===== src/rtl/dac_in_pkg.sv =====
package dac_in_pkg;
  localparam int DEF_CODE_W  = 16;
  localparam int DEF_PIECE_W = 8;

  function automatic int sel_width(input int code_w, input int piece_w);
    return (code_w / piece_w > 1) ? $clog2(code_w / piece_w) : 1;
  endfunction
endpackage


===== src/rtl/dac_stage_shift.sv =====
module dac_stage_shift #(
  parameter int CODE_W  = 16,
  parameter int PIECE_W = 8,
  parameter int SEL_W   = 1
) (
  input  logic               clk,
  input  logic               rst_n,
  input  logic               shift_en,
  input  logic               din,
  input  logic               wr_en,
  input  logic [SEL_W-1:0]   wr_sel,
  input  logic [PIECE_W-1:0] wr_piece,
  output logic [CODE_W-1:0]  q
);

  always_ff @(posedge clk) begin
    if (!rst_n) begin
      q <= '0;
    end else if (wr_en) begin
      q[wr_sel*PIECE_W +: PIECE_W] <= wr_piece;
    end else if (shift_en) begin
      q <= {q[CODE_W-2:0], din};
    end
  end

  // checker shadow of the previous cycle's write request
  logic [SEL_W-1:0]   sel_d;
  logic [PIECE_W-1:0] piece_d;
  always_ff @(posedge clk) begin
    sel_d   <= wr_sel;
    piece_d <= wr_piece;
  end

  assert_piece_write_R4: assert property (@(posedge clk) disable iff (!rst_n)
    wr_en |=> q[sel_d*PIECE_W +: PIECE_W] == piece_d);

  assert_shift_in_R2: assert property (@(posedge clk) disable iff (!rst_n)
    (shift_en && !wr_en) |=> q == {$past(q[CODE_W-2:0]), $past(din)});

  assert_idle_keeps_R9: assert property (@(posedge clk) disable iff (!rst_n)
    (!shift_en && !wr_en) |=> $stable(q));

endmodule


===== src/rtl/dac_stage_hold.sv =====
module dac_stage_hold #(
  parameter int CODE_W = 16
) (
  input  logic              clk,
  input  logic              rst_n,
  input  logic              load,
  input  logic [CODE_W-1:0] d,
  output logic [CODE_W-1:0] q
);

  always_ff @(posedge clk) begin
    if (!rst_n)    q <= '0;
    else if (load) q <= d;
  end

  assert_hold_R3: assert property (@(posedge clk) disable iff (!rst_n)
    !load |=> $stable(q));

  assert_load_old_R6: assert property (@(posedge clk) disable iff (!rst_n)
    load |=> q == $past(d));

endmodule


===== src/rtl/dac_input_reg.sv =====
module dac_input_reg
  import dac_in_pkg::*;
#(
  parameter int CODE_W   = DEF_CODE_W,
  parameter int PIECE_W  = DEF_PIECE_W,
  parameter bit READBACK = 1'b1,
  localparam int SEL_W   = sel_width(CODE_W, PIECE_W)
) (
  input  logic               clk,
  input  logic               rst_n,
  input  logic               cs_n,
  input  logic               ser_valid,
  output logic               ser_ready,
  input  logic               ser_data,
  output logic               ser_out,
  input  logic               byte_we,
  input  logic [SEL_W-1:0]   byte_sel,
  input  logic [PIECE_W-1:0] byte_data,
  input  logic               upd,
  output logic [CODE_W-1:0]  dac_code,
  output logic [CODE_W-1:0]  rd_data
);

  logic [CODE_W-1:0] stage_q;
  logic              take_bit;

  assign ser_ready = !cs_n && !byte_we;
  assign take_bit  = ser_valid && ser_ready;

  dac_stage_shift #(
    .CODE_W (CODE_W),
    .PIECE_W(PIECE_W),
    .SEL_W  (SEL_W)
  ) u_stage (
    .clk     (clk),
    .rst_n   (rst_n),
    .shift_en(take_bit),
    .din     (ser_data),
    .wr_en   (byte_we),
    .wr_sel  (byte_sel),
    .wr_piece(byte_data),
    .q       (stage_q)
  );

  dac_stage_hold #(
    .CODE_W(CODE_W)
  ) u_hold (
    .clk  (clk),
    .rst_n(rst_n),
    .load (upd),
    .d    (stage_q),
    .q    (dac_code)
  );

  assign ser_out = stage_q[CODE_W-1];

  generate
    if (READBACK) begin : g_rb
      assign rd_data = dac_code;
    end else begin : g_no_rb
      assign rd_data = '0;
    end
  endgenerate

  assert_ready_rule_R5: assert property (@(posedge clk) disable iff (!rst_n)
    (cs_n || byte_we) |-> !ser_ready);

  assert_chain_out_R7: assert property (@(posedge clk) disable iff (!rst_n)
    (take_bit && !byte_we) |=> ser_out == $past(stage_q[CODE_W-2]));

endmodule


===== config.mk =====
export PLATFORM = sky130hd
export DESIGN_NAME = dac_input_reg
export DESIGN_NICKNAME = d
export VERILOG_FILES = /design/src/rtl/dac_in_pkg.sv /design/src/rtl/dac_stage_shift.sv /design/src/rtl/dac_stage_hold.sv /design/src/rtl/dac_input_reg.sv
export SDC_FILE = /design/constraint.sdc
export NUM_CORES = 1
export LEC_CHECK = 0
export BUFFER_PORTS_ARGS = -buffer_cell sky130_fd_sc_hd__buf_2
export CORE_AREA = 3 3 87 48
export DETAILED_ROUTE_END_ITERATION = 8
export DIE_AREA = 0 0 90 51
export GPL_ROUTABILITY_DRIVEN = 0
export HOLD_SLACK_MARGIN = 0.15
export PLACE_DENSITY = 0.75
export RECOVER_POWER = 100
export SETUP_SLACK_MARGIN = 0.02
export SLEW_MARGIN = 20
export SYNTH_ARGS = -nofsm -noshare
export SYNTH_HDL_FRONTEND = slang
export SYNTH_SLANG_ARGS = --single-unit

===== constraint.sdc =====
create_clock -name clk -period 1 [get_ports clk]
set_input_delay 0.2 -clock clk [delete_from_list [all_inputs] [get_ports clk]]
set_output_delay 0.2 -clock clk [all_outputs]
set_load 0.02 [all_outputs]

==> results.ini, run 1 <==
[status]
status = finished clean

[worst_setup_path]
crit_buf_inv = 1
crit_type = reg2out
cp-end-kind = output pin
crit_family = flip-flops
required_ns = 0.80
critPathMaxStageDelay_ns = 0.36
r2r_start = u_stage.q[6]
setup.worst_path.start_class = flip-flop
slowest_stage = dfxtp_2
arrival_ns = 0.77
crit_chain = buf_6
path_max_fanout = 3
startpoint = u_stage.q[15]

[sta]
worst_pin_slew_ns = 0.270
hold_viol = 0
worst_slack_ns = 0.0284
finalCritPeriodShare_pct = 97.2
slew_violations = 0
setup-violations-final = 0
relSlewSlack_pct = 82.0
rsz0062_at_grt = true
finalCriticalPeriod_ns = 0.972
skew_ns = 0.00205
timing.fmax_ghz = 1.03

[drt]
dr.pass1.iters = 4
antenna_left = 0
route.detailed.drc = 0
drt-initial-drc-count = 39
vias = 1269
viasPerCell = 4.92
wirelength_um = 3650
wire_per_inst_um = 14.1

[pwr]
vdd_drop_max_uv = 631
leakagePower_nw = 0.924
cellPowerDensity_nw_per_um2 = 1390

[cts]
clock_latency_ns = 0.28
cts_buffers = 5
cts.clk_slew.worst_paths_ns = 0.06
cts_tree = built
htreeDepth = 2
ctsHoldBuffers = 0
root_buffer = clkbuf_8
clock_path_buffers = 2
cts_num_sinks = 32

[synth]
syn_nets = 180
syn_area_um2 = 1550
synth_cell_types = 16
synth_seq_cells = 32
ys_seq_area_share_pct = 41.4
synth.avg_cell_area_um2 = 9.43
yosys_warnings = 0
synth_cells = 164

[min_path]
hp-start = byte_data[3]
min_path_type = in2reg

[flow_run]
max-cap-violations = 0

[die]
coreArea_um2 = 3420
die-area_um2 = 4590
die_x_um = 90
rows = 15
initial_core_util_pct = 45.3
io_pins = 50
die_h_um = 51

[finish]
nets = 223
final_common_cell = nor2b_1
num_antenna_cells = 0
final_util_pct = 60.8
n_fill_cell = 289
syn2layout_area_growth_pct = 34.4
drive_above_1_share_pct = 44.0
final_cell_mix = 32 x nor2b_1, 29 x a21oi_1, 25 x buf_4, 23 x buf_6

[global_route]
grt_pass1_wl_um = 5730
grt_max_degree = 25
grtUsageMet1_pct = 21.3
grt_pass1_vias = 1111
met2_usage_pct = 24.1
gr-max-usage-layer = met2
grtUsageMet3_pct = 4.85
antenna_found_initial = 0
grt_use_total_pct = 16.1
overflow = 0

[placement]
dp_slack_ns = -0.150
io_buffers = 49
hpwl_um = 2510

## layer usage
layer	up-vias	wire, um
met3	7	229
met1	589	1640
met2	38	1730
met5	-	0
met4	0	53
li1	635	-
## flip-flops by register name, summed over array words and instances (netlist names)
signal / flops
u_stage.q: 16
u_hold.q: 16
## power by group
part | internal [mW] | switching [mW]
sequential | 1.35 | 0.0717
clock | 0.472 | 0.449
combinational | 0.280 | 0.270
## path summary, 6_finish.rpt
check        slack [ns]  cells after the start            to
max                0.03                      1       ser_out
min reg2reg        0.51                      2  u_stage.q[6]
max reg2reg        0.19                      3  u_stage.q[7]
min                0.24                      3  u_stage.q[3]
## cell families (layout without fill, tap and decap cells)
logic type,Yosys count,in the layout,synth area share [%]
flip-flops,32,32,41.4
buffers and inverters,30,73,13.8
AND/OR/NAND/NOR,39,39,16.5
AO/OA/AOI/OAI,47,47,18.0
multiplexers,16,16,10.4
## through the flow
step | setup TNS (ns) | hold WS [ns] | cell area (um^2) | power (mW) | cells
after CTS | 0 | 0.226 | 1960 | 2.89 | 254
after global routing | -0.000986 | 0.231 | 2080 | 3.04 | 258
after detailed placement | -2.18 | 0.502 | 1770 | 1.92 | 247
after global placement | -1.67 | 0.498 | 1770 | 1.91 | 247
final | 0 | 0.238 | 2080 | 2.89 | 258
after floorplan | 0 | 0.328 | 1550 | 1.79 | 164
## synthesized netlist by cell type (all sizes together)
| cell type | instances | share of area, % |
|---|---|---|
| a21oi | 29 | 9.4 |
| nand3b | 1 | 0.49 |
| or2 | 2 | 0.81 |
| and2 | 1 | 0.40 |
| buf | 27 | 13 |
| clkbuf | 3 | 0.73 |
| o31ai | 16 | 7.8 |
| a31oi | 2 | 0.81 |
| nor3b | 1 | 1.2 |
| mux2i | 16 | 10 |
| nand2b | 1 | 0.40 |
| nor2b | 32 | 13 |
| nor2 | 1 | 0.24 |
| dfxtp | 32 | 41 |
## cell type report
type                            count  area [um^2]  area share [%]
Sequential cell                    32          674            32.5
Multi-Input combinational cell    102          696            33.5
Tap cell                           51         63.8            3.07
Timing Repair Buffer               66          567            27.3
Clock buffer                        6         72.6            3.49
Clock inverter                      1         5.00           0.241
## repair_timing
| action | CTS | global route |
|---|---|---|
| cloned | 0 | 0 |
| gates resized for setup | 53 | 25 |
| endpoints found under the setup margin | 33 | 33 |
| hold endpoints to repair | 0 | 0 |
| setup buffers | 0 | 4 |
Note: power is estimated with default switching activity, not from simulation.
==> inputs of run 2 (changes only) <==
- ABC_AREA: default -> 1
- CORE_AREA: 3 3 87 48 -> 3 3 85 47
- DIE_AREA: 0 0 90 51 -> 0 0 88 50
- PLACE_DENSITY: 0.75 -> 0.77
- clock period: 1 -> 1.05 ns (I/O delays scaled with it)
==> run 2 against run 1 <==
First-iteration DRC count rose to 2.8 times the previous value. Core utilization fell by 2.0 points. Combinational power rose by 15%. Cell area fell by 6.0%. Largest cell class unchanged. Critical endpoint is now dac_code[4]. Global-route usage rose by 0.20 points. Clock skew rose by 0.0070 ns. Via count rose by 20%. Register-to-register slack improved by 0.16 ns.
==> results.ini, run 2 <==
[worst_setup_path]
cp-end-kind = output pin
required_ns = 0.84  ; +0.04 ns
path_max_fanout = 3  ; unchanged
crit_family = flip-flops
crit_type = reg2out
arrival_ns = 0.81  ; +0.04 ns
crit_buf_inv = 1  ; unchanged
crit_chain = buf_4
critPathMaxStageDelay_ns = 0.37  ; about the same
setup.worst_path.start_class = flip-flop
slowest_stage = dfxtp_1

[global_route]
overflow = 0  ; unchanged
grt_pass1_wl_um = 5610  ; -2.1%
antenna_found_initial = 0  ; unchanged
grt_pass1_vias = 1213  ; +9.2%
grt_use_total_pct = 16.3  ; +0.20 points
grt_max_degree = 33  ; +32%

[cts]
clock_path_buffers = 2  ; unchanged
cts_num_sinks = 32  ; unchanged
cts_buffers = 5  ; unchanged
root_buffer = clkbuf_8
htreeDepth = 2  ; unchanged
ctsHoldBuffers = 0  ; unchanged
cts.clk_slew.worst_paths_ns = 0.07  ; about the same
clock_latency_ns = 0.28  ; about the same
post_cts_buffers = 0  ; unchanged
cts_tree = built

[flow_run]
max-cap-violations = 0  ; unchanged

[synth]
syn_nets = 245  ; +36%
yosysMostFrequentCell = nand2_1
synth_top_cell_area_share_pct = 40.0  ; -1.5 points
synth_edf_count = 0  ; unchanged
synth_seq_cells = 32  ; unchanged
synth.avg_cell_area_um2 = 7.00  ; -26%
synth_cells = 229  ; +40%
ys.flop_type = dfxtp_1
synth_top_area_cell = dfxtp_1
synth_cell_types = 17  ; +1
ys_async_sr_fraction_pct = 0  ; unchanged
ys_seq_area_share_pct = 40.0  ; -1.5 points
syn_area_um2 = 1600  ; +3.6%
yosys_warnings = 0  ; unchanged
yosys-top-cells-area = dfxtp_1 40%, nand2_1 11%, nand3_1 10%
synthTopCellsByCount = 49 x nand2_1, 32 x dfxtp_1, 32 x nand3_1

[drt]
antenna_left = 0  ; unchanged
drt-initial-drc-count = 108  ; +180%
viasPerCell = 4.94  ; +0.34%
wirelength_um = 3580  ; -1.8%
route.detailed.drc = 0  ; unchanged
dr.pass1.iters = 4  ; unchanged
vias = 1525  ; +20%
wire_per_inst_um = 11.6  ; -18%

[finish]
regArea_um2 = 647  ; -4.1%
final_cell_mix = 49 x nand2_1, 32 x nand3_1, 27 x dfxtp_1, 25 x nor2_1, 24 x a21oi_1
design_area_um2 = 1950  ; -6.0%
n_fill_cell = 316  ; +9.3%
nets = 282  ; +26%
multi_input_area_um2 = 678  ; -2.5%
reg_top3 = u_hold.q: 16 flops, u_stage.q: 16 flops
final_common_cell = nand2_1
layout.cells.non_filler = 309  ; +20%
drive_above_1_share_pct = 28.1  ; -16 points
num_antenna_cells = 0  ; unchanged
syn2layout_area_growth_pct = 21.9

[min_path]
min_path_type = in2reg

[pwr]
cellPowerDensity_nw_per_um2 = 1510  ; +8.6%
power.total_mw = 2.95  ; +2.1%
seq_power_share_pct = 46.2  ; -3.0 points
p_int_mw = 2.08  ; -1.0%
p_switching_uw = 873  ; +10%
clkPwrFrac_pct = 32.4  ; +0.6 points
leakagePower_nw = 1.00  ; +8.4%
vdd_drop_max_uv = 834  ; +32%
comb_power_share_pct = 21.4  ; +2.4 points
swShare_pct = 29.5  ; +2.2 points

[sta]
relSlewSlack_pct = 81.1  ; -0.87 points
whs_ns = 0.248  ; +0.0105 ns
hold_viol = 0  ; unchanged
skew_ns = 0.00905  ; +0.00700 ns
setup-violations-final = 0  ; unchanged
slew_violations = 0  ; unchanged
worst_pin_slew_ns = 0.283  ; +0.0123 ns
finalCriticalPeriod_ns = 1.02
timing.fmax_ghz = 0.981
finalCritPeriodShare_pct = 97.1
setup_tns_ns = 0  ; unchanged
rsz0062_at_grt = true

[die]
io_pins = 50  ; unchanged
coreArea_um2 = 3320  ; -2.7%
die-area_um2 = 4400  ; -4.1%
rows = 15  ; unchanged
die_h_um = 50  ; -2.0%
initial_core_util_pct = 48.2  ; +3.0 points
die_x_um = 88  ; -2.2%

[placement]
place_area_um2 = 1840  ; +4.2%
hpwl_um = 2610  ; +4.0%
io_buffers = 49  ; unchanged
dp_cells = 301  ; +22%

[status]
status = finished clean

## run 2: cell types whose count changed after synthesis, sizes merged, moves of 17 or more
cell,change
nor2b,-32
inv,+17
nand3,+32
nand2,+51
nor2,+25
## run 2: cell families after synthesis
| family | count (synthesis) | synth area share [%] |
|---|---|---|
| compound gates | 41 | 13.5 |
| buf+inv | 47 | 17.4 |
| flops | 32 | 40.0 |
| simple gates | 109 | 29.1 |
## run 2: routing by layer
metal  vias to the layer above  part of all wire (%)  global-route usage (%)
li1                        793                     -                       -
met1                       686                    48                    23.2
met2                        46                    45                    23.8
met3                         0                   7.7                    6.01
met4                         0                     0                    2.30
met5                         -                     0                       0
## run 2: repair_timing
item / 4_1_cts / 5_1_grt
hold endpoints to repair: 0 / 0
endpoints found under the setup margin: 0 / 25
gates resized for setup: 0 / 25
## run 2: power by group through the flow
stage / logic [mW] / clock network, mW / registers, mW
after floorplan: 0.410 / 0 / 1.43
after global placement: 0.620 / 0 / 1.38
after detailed placement: 0.626 / 0 / 1.38
after CTS: 0.628 / 0.973 / 1.36
after global routing: 0.697 / 1.05 / 1.38
final: 0.633 / 0.956 / 1.36
## run 2: final timing paths
| kind | end | start | slack, ns | depth (start not counted) |
|---|---|---|---|---|
| worst max register to register | u_stage.q[13] | u_stage.q[12] | 0.35 | 4 |
| worst min register to register | u_hold.q[14] | u_stage.q[14] | 0.48 | 2 |
| worst min-delay path | u_stage.q[0] | ser_data | 0.25 | 5 |
| worst max-delay path | dac_code[4] | u_hold.q[4] | 0.03 | 1 |
## run 2: final cells by class
cell class | count | share of cell area (%)
Timing Repair Buffer | 59 | 21.1
Sequential cell | 32 | 33.1
Inverter | 18 | 3.59
Tap cell | 42 | 2.69
Multi-Input combinational cell | 150 | 34.7
Clock inverter | 2 | 0.512
Clock buffer | 6 | 4.23
## run 2: worst register-to-register path, stage by stage (launching register included)
cell,delay [ns]
dfxtp_1,0.31
nand2_1,0.06
nand2_1,0.05
a21oi_1,0.11
nor2_1,0.06
## run 2: through the flow
| stage | setup WS [ns] | util, % |
|---|---|---|
| 3_3_place_gp | 0.000211 | 55.4 |
| 3_5_place_dp | -0.0151 | 55.4 |
| 4_1_cts | 0.0290 | 58.2 |
| 2_1_floorplan | 0.0601 | - |
| 5_1_grt | -0.00276 | 58.8 |
| 6_report | 0.0309 | 58.8 |
==> inputs of run 3 (changes only) <==
--- a/config.mk
+++ b/config.mk
@@ -8,10 +8,10 @@
 export ABC_AREA = 1
 export BUFFER_PORTS_ARGS = -buffer_cell sky130_fd_sc_hd__buf_2
-export CORE_AREA = 3 3 85 47
+export CORE_AREA = 10 10 92 54
 export DETAILED_ROUTE_END_ITERATION = 8
-export DIE_AREA = 0 0 88 50
+export DIE_AREA = 0 0 102 64
 export GPL_ROUTABILITY_DRIVEN = 0
 export HOLD_SLACK_MARGIN = 0.15
-export PLACE_DENSITY = 0.77
+export PLACE_DENSITY = 0.83
 export RECOVER_POWER = 100
 export SETUP_SLACK_MARGIN = 0.02
==> constraint.sdc (replaced) <==
create_clock -name clk -period 1.05 [get_ports clk]
set_input_delay 0.315 -clock clk [delete_from_list [all_inputs] [get_ports clk]]
set_output_delay 0.315 -clock clk [all_outputs]
set_load 0.02 [all_outputs]
==> run 3 against run 2 <==
Critical path type unchanged. Clock-buffer cell count decreased by 1. Setup slack got worse by 0.097 ns. Maximum frequency decreased by 8.7%. Largest cell class unchanged. Power increased by 13%. The run now ends with setup timing left. Largest power group unchanged. Die area increased by 48%.
==> results.ini, run 3 (synthesized netlist as in run 2, its figures left out) <==
[die]
coreArea_um2 = 3340  ; +0.56%
initial_core_util_pct = 48.0  ; -0.27 points
die-area_um2 = 6530  ; +48%
io_pins = 50  ; unchanged
die_h_um = 64  ; +28%
rows = 15  ; unchanged
die_x_um = 102  ; +16%

[drt]
dr.pass1.iters = 7  ; +3
wire_per_inst_um = 16.3  ; +40%
route.detailed.drc = 0  ; unchanged
vias = 1659  ; +8.8%
antenna_left = 0  ; unchanged
viasPerCell = 5.33  ; +8.1%
wirelength_um = 5060  ; +41%
drt-initial-drc-count = 280  ; +160%

[finish]
design_area_um2 = 2210  ; +13%
n_fill_cell = 245  ; -22%
final_cell_mix = 49 x nand2_1, 33 x buf_6, 32 x nand3_1, 24 x nor2_1, 22 x a21oi_1
regArea_um2 = 672  ; +3.9%
reg_top3 = u_hold.q: 16 flops, u_stage.q: 16 flops
num_antenna_cells = 0  ; unchanged
syn2layout_area_growth_pct = 37.8
nets = 284  ; +0.71%
multi_input_area_um2 = 693  ; +2.2%
drive_above_1_share_pct = 34.9  ; +6.9 points
layout.cells.non_filler = 311  ; +0.65%
final_common_cell = nand2_1
final_util_pct = 66.1  ; +7.3 points

[worst_setup_path]
slowest_stage = dfxtp_2
crit_chain = buf_6
path_max_fanout = 3  ; unchanged
required_ns = 0.73  ; -0.11 ns
crit_buf_inv = 1  ; unchanged
crit_family = flip-flops
critPathMaxStageDelay_ns = 0.38  ; about the same
setup.worst_path.start_class = flip-flop
arrival_ns = 0.80  ; about the same
cp-end-kind = output pin
crit_type = reg2out

[pwr]
leakagePower_nw = 1.07  ; +7.3%
cellPowerDensity_nw_per_um2 = 1510  ; about the same
vdd_drop_max_uv = 586  ; -30%
power.total_mw = 3.34  ; +13%

[cts]
cts.clk_slew.worst_paths_ns = 0.07  ; about the same
clock_latency_ns = 0.29  ; about the same
cts_num_sinks = 32  ; unchanged
cts_buffers = 5  ; unchanged
htreeDepth = 2  ; unchanged
clock_path_buffers = 2  ; unchanged
root_buffer = clkbuf_8
cts_tree = built

[sta]
hold_viol = 0  ; unchanged
relSlewSlack_pct = 77.0  ; -4.1 points
slew_violations = 0  ; unchanged
rsz0062_at_grt = true
worst_slack_ns = -0.0660  ; -0.0969 ns
setup-violations-final = 33  ; +33
skew_ns = 0.00613  ; -0.00292 ns
finalCriticalPeriod_ns = 1.12  ; +0.0969 ns
worst_pin_slew_ns = 0.344  ; +0.0615 ns
finalCritPeriodShare_pct = 106  ; +9.2 points
timing.fmax_ghz = 0.896  ; -8.7%

[min_path]
min_path_type = in2reg

[flow_run]
max-cap-violations = 0  ; unchanged

[global_route]
grt_max_degree = 33  ; unchanged
overflow = 0  ; unchanged
grt_pass1_vias = 1622  ; +34%
antenna_found_initial = 0  ; unchanged
grt_use_total_pct = 15.1  ; -1.2 points
grt_pass1_wl_um = 7930  ; +41%

[placement]
hpwl_um = 3180  ; +22%
io_buffers = 49  ; unchanged
place_area_um2 = 1840  ; about the same
dp_cells = 302  ; +0.33%

[status]
violations = setup timing
status = finished with violations

==> run 3: per-stage QoR <==
| stage | setup TNS [ns] | hold WS, ns | worst slack (ns) |
|---|---|---|---|
| after global routing | -1.78 | 0.389 | -0.0785 |
| final | -1.11 | 0.342 | -0.0660 |
| after floorplan | -0.169 | 0.444 | -0.0159 |
| after global placement | -0.907 | 0.460 | -0.0689 |
| after CTS | -1.11 | 0.338 | -0.0499 |
| after detailed placement | -1.49 | 0.467 | -0.133 |
==> run 3: area by class of cell <==
type | instances | area share, %
multi-input cells | 150 | 31.4
flip-flops and latches | 32 | 30.4
repair buffers | 61 | 27.6
inverters | 18 | 3.17
clock buffers | 5 | 3.12
well taps | 42 | 2.38
clock inverters | 3 | 1.93
==> run 3: final timing paths <==
kind | start | endpoint | slack (ns) | cells after the start
setup / recovery | u_hold.q[11] | dac_code[11] | -0.07 | 1
hold / removal | ser_data | u_stage.q[0] | 0.34 | 5
setup reg to reg | u_hold.q[7] | u_hold.q[7] | 0.25 | 2
hold reg to reg | u_stage.q[14] | u_hold.q[14] | 0.47 | 2
==> run 3: where the power goes <==
part / leakage (nW) / internal, mW / switching (mW)
sequential: 0.272 / 1.31 / 0.0785
clock: 0.0541 / 0.702 / 0.476
combinational: 0.749 / 0.342 / 0.429
==> run 3: what timing repair did <==
action	in CTS	in global routing
pin swaps	1	2
setup endpoints to repair	34	42
buffers inserted	1	0
resized for setup	79	13
hold buffers	0	0
==> run 3: layer usage <==
layer	vias to the layer above	GRT usage (%)	wire (um)
met5	-	0	0
met4	0	6.12	83
met3	11	4.18	440
met2	96	26.1	2540
met1	748	17.3	2000
li1	804	-	-
==> run 3: worst reg2reg max path, stage by stage, from the launching register on <==
cell and delay (ns):
dfxtp_4 0.36, o21ai_0 0.25, a21oi_1 0.07
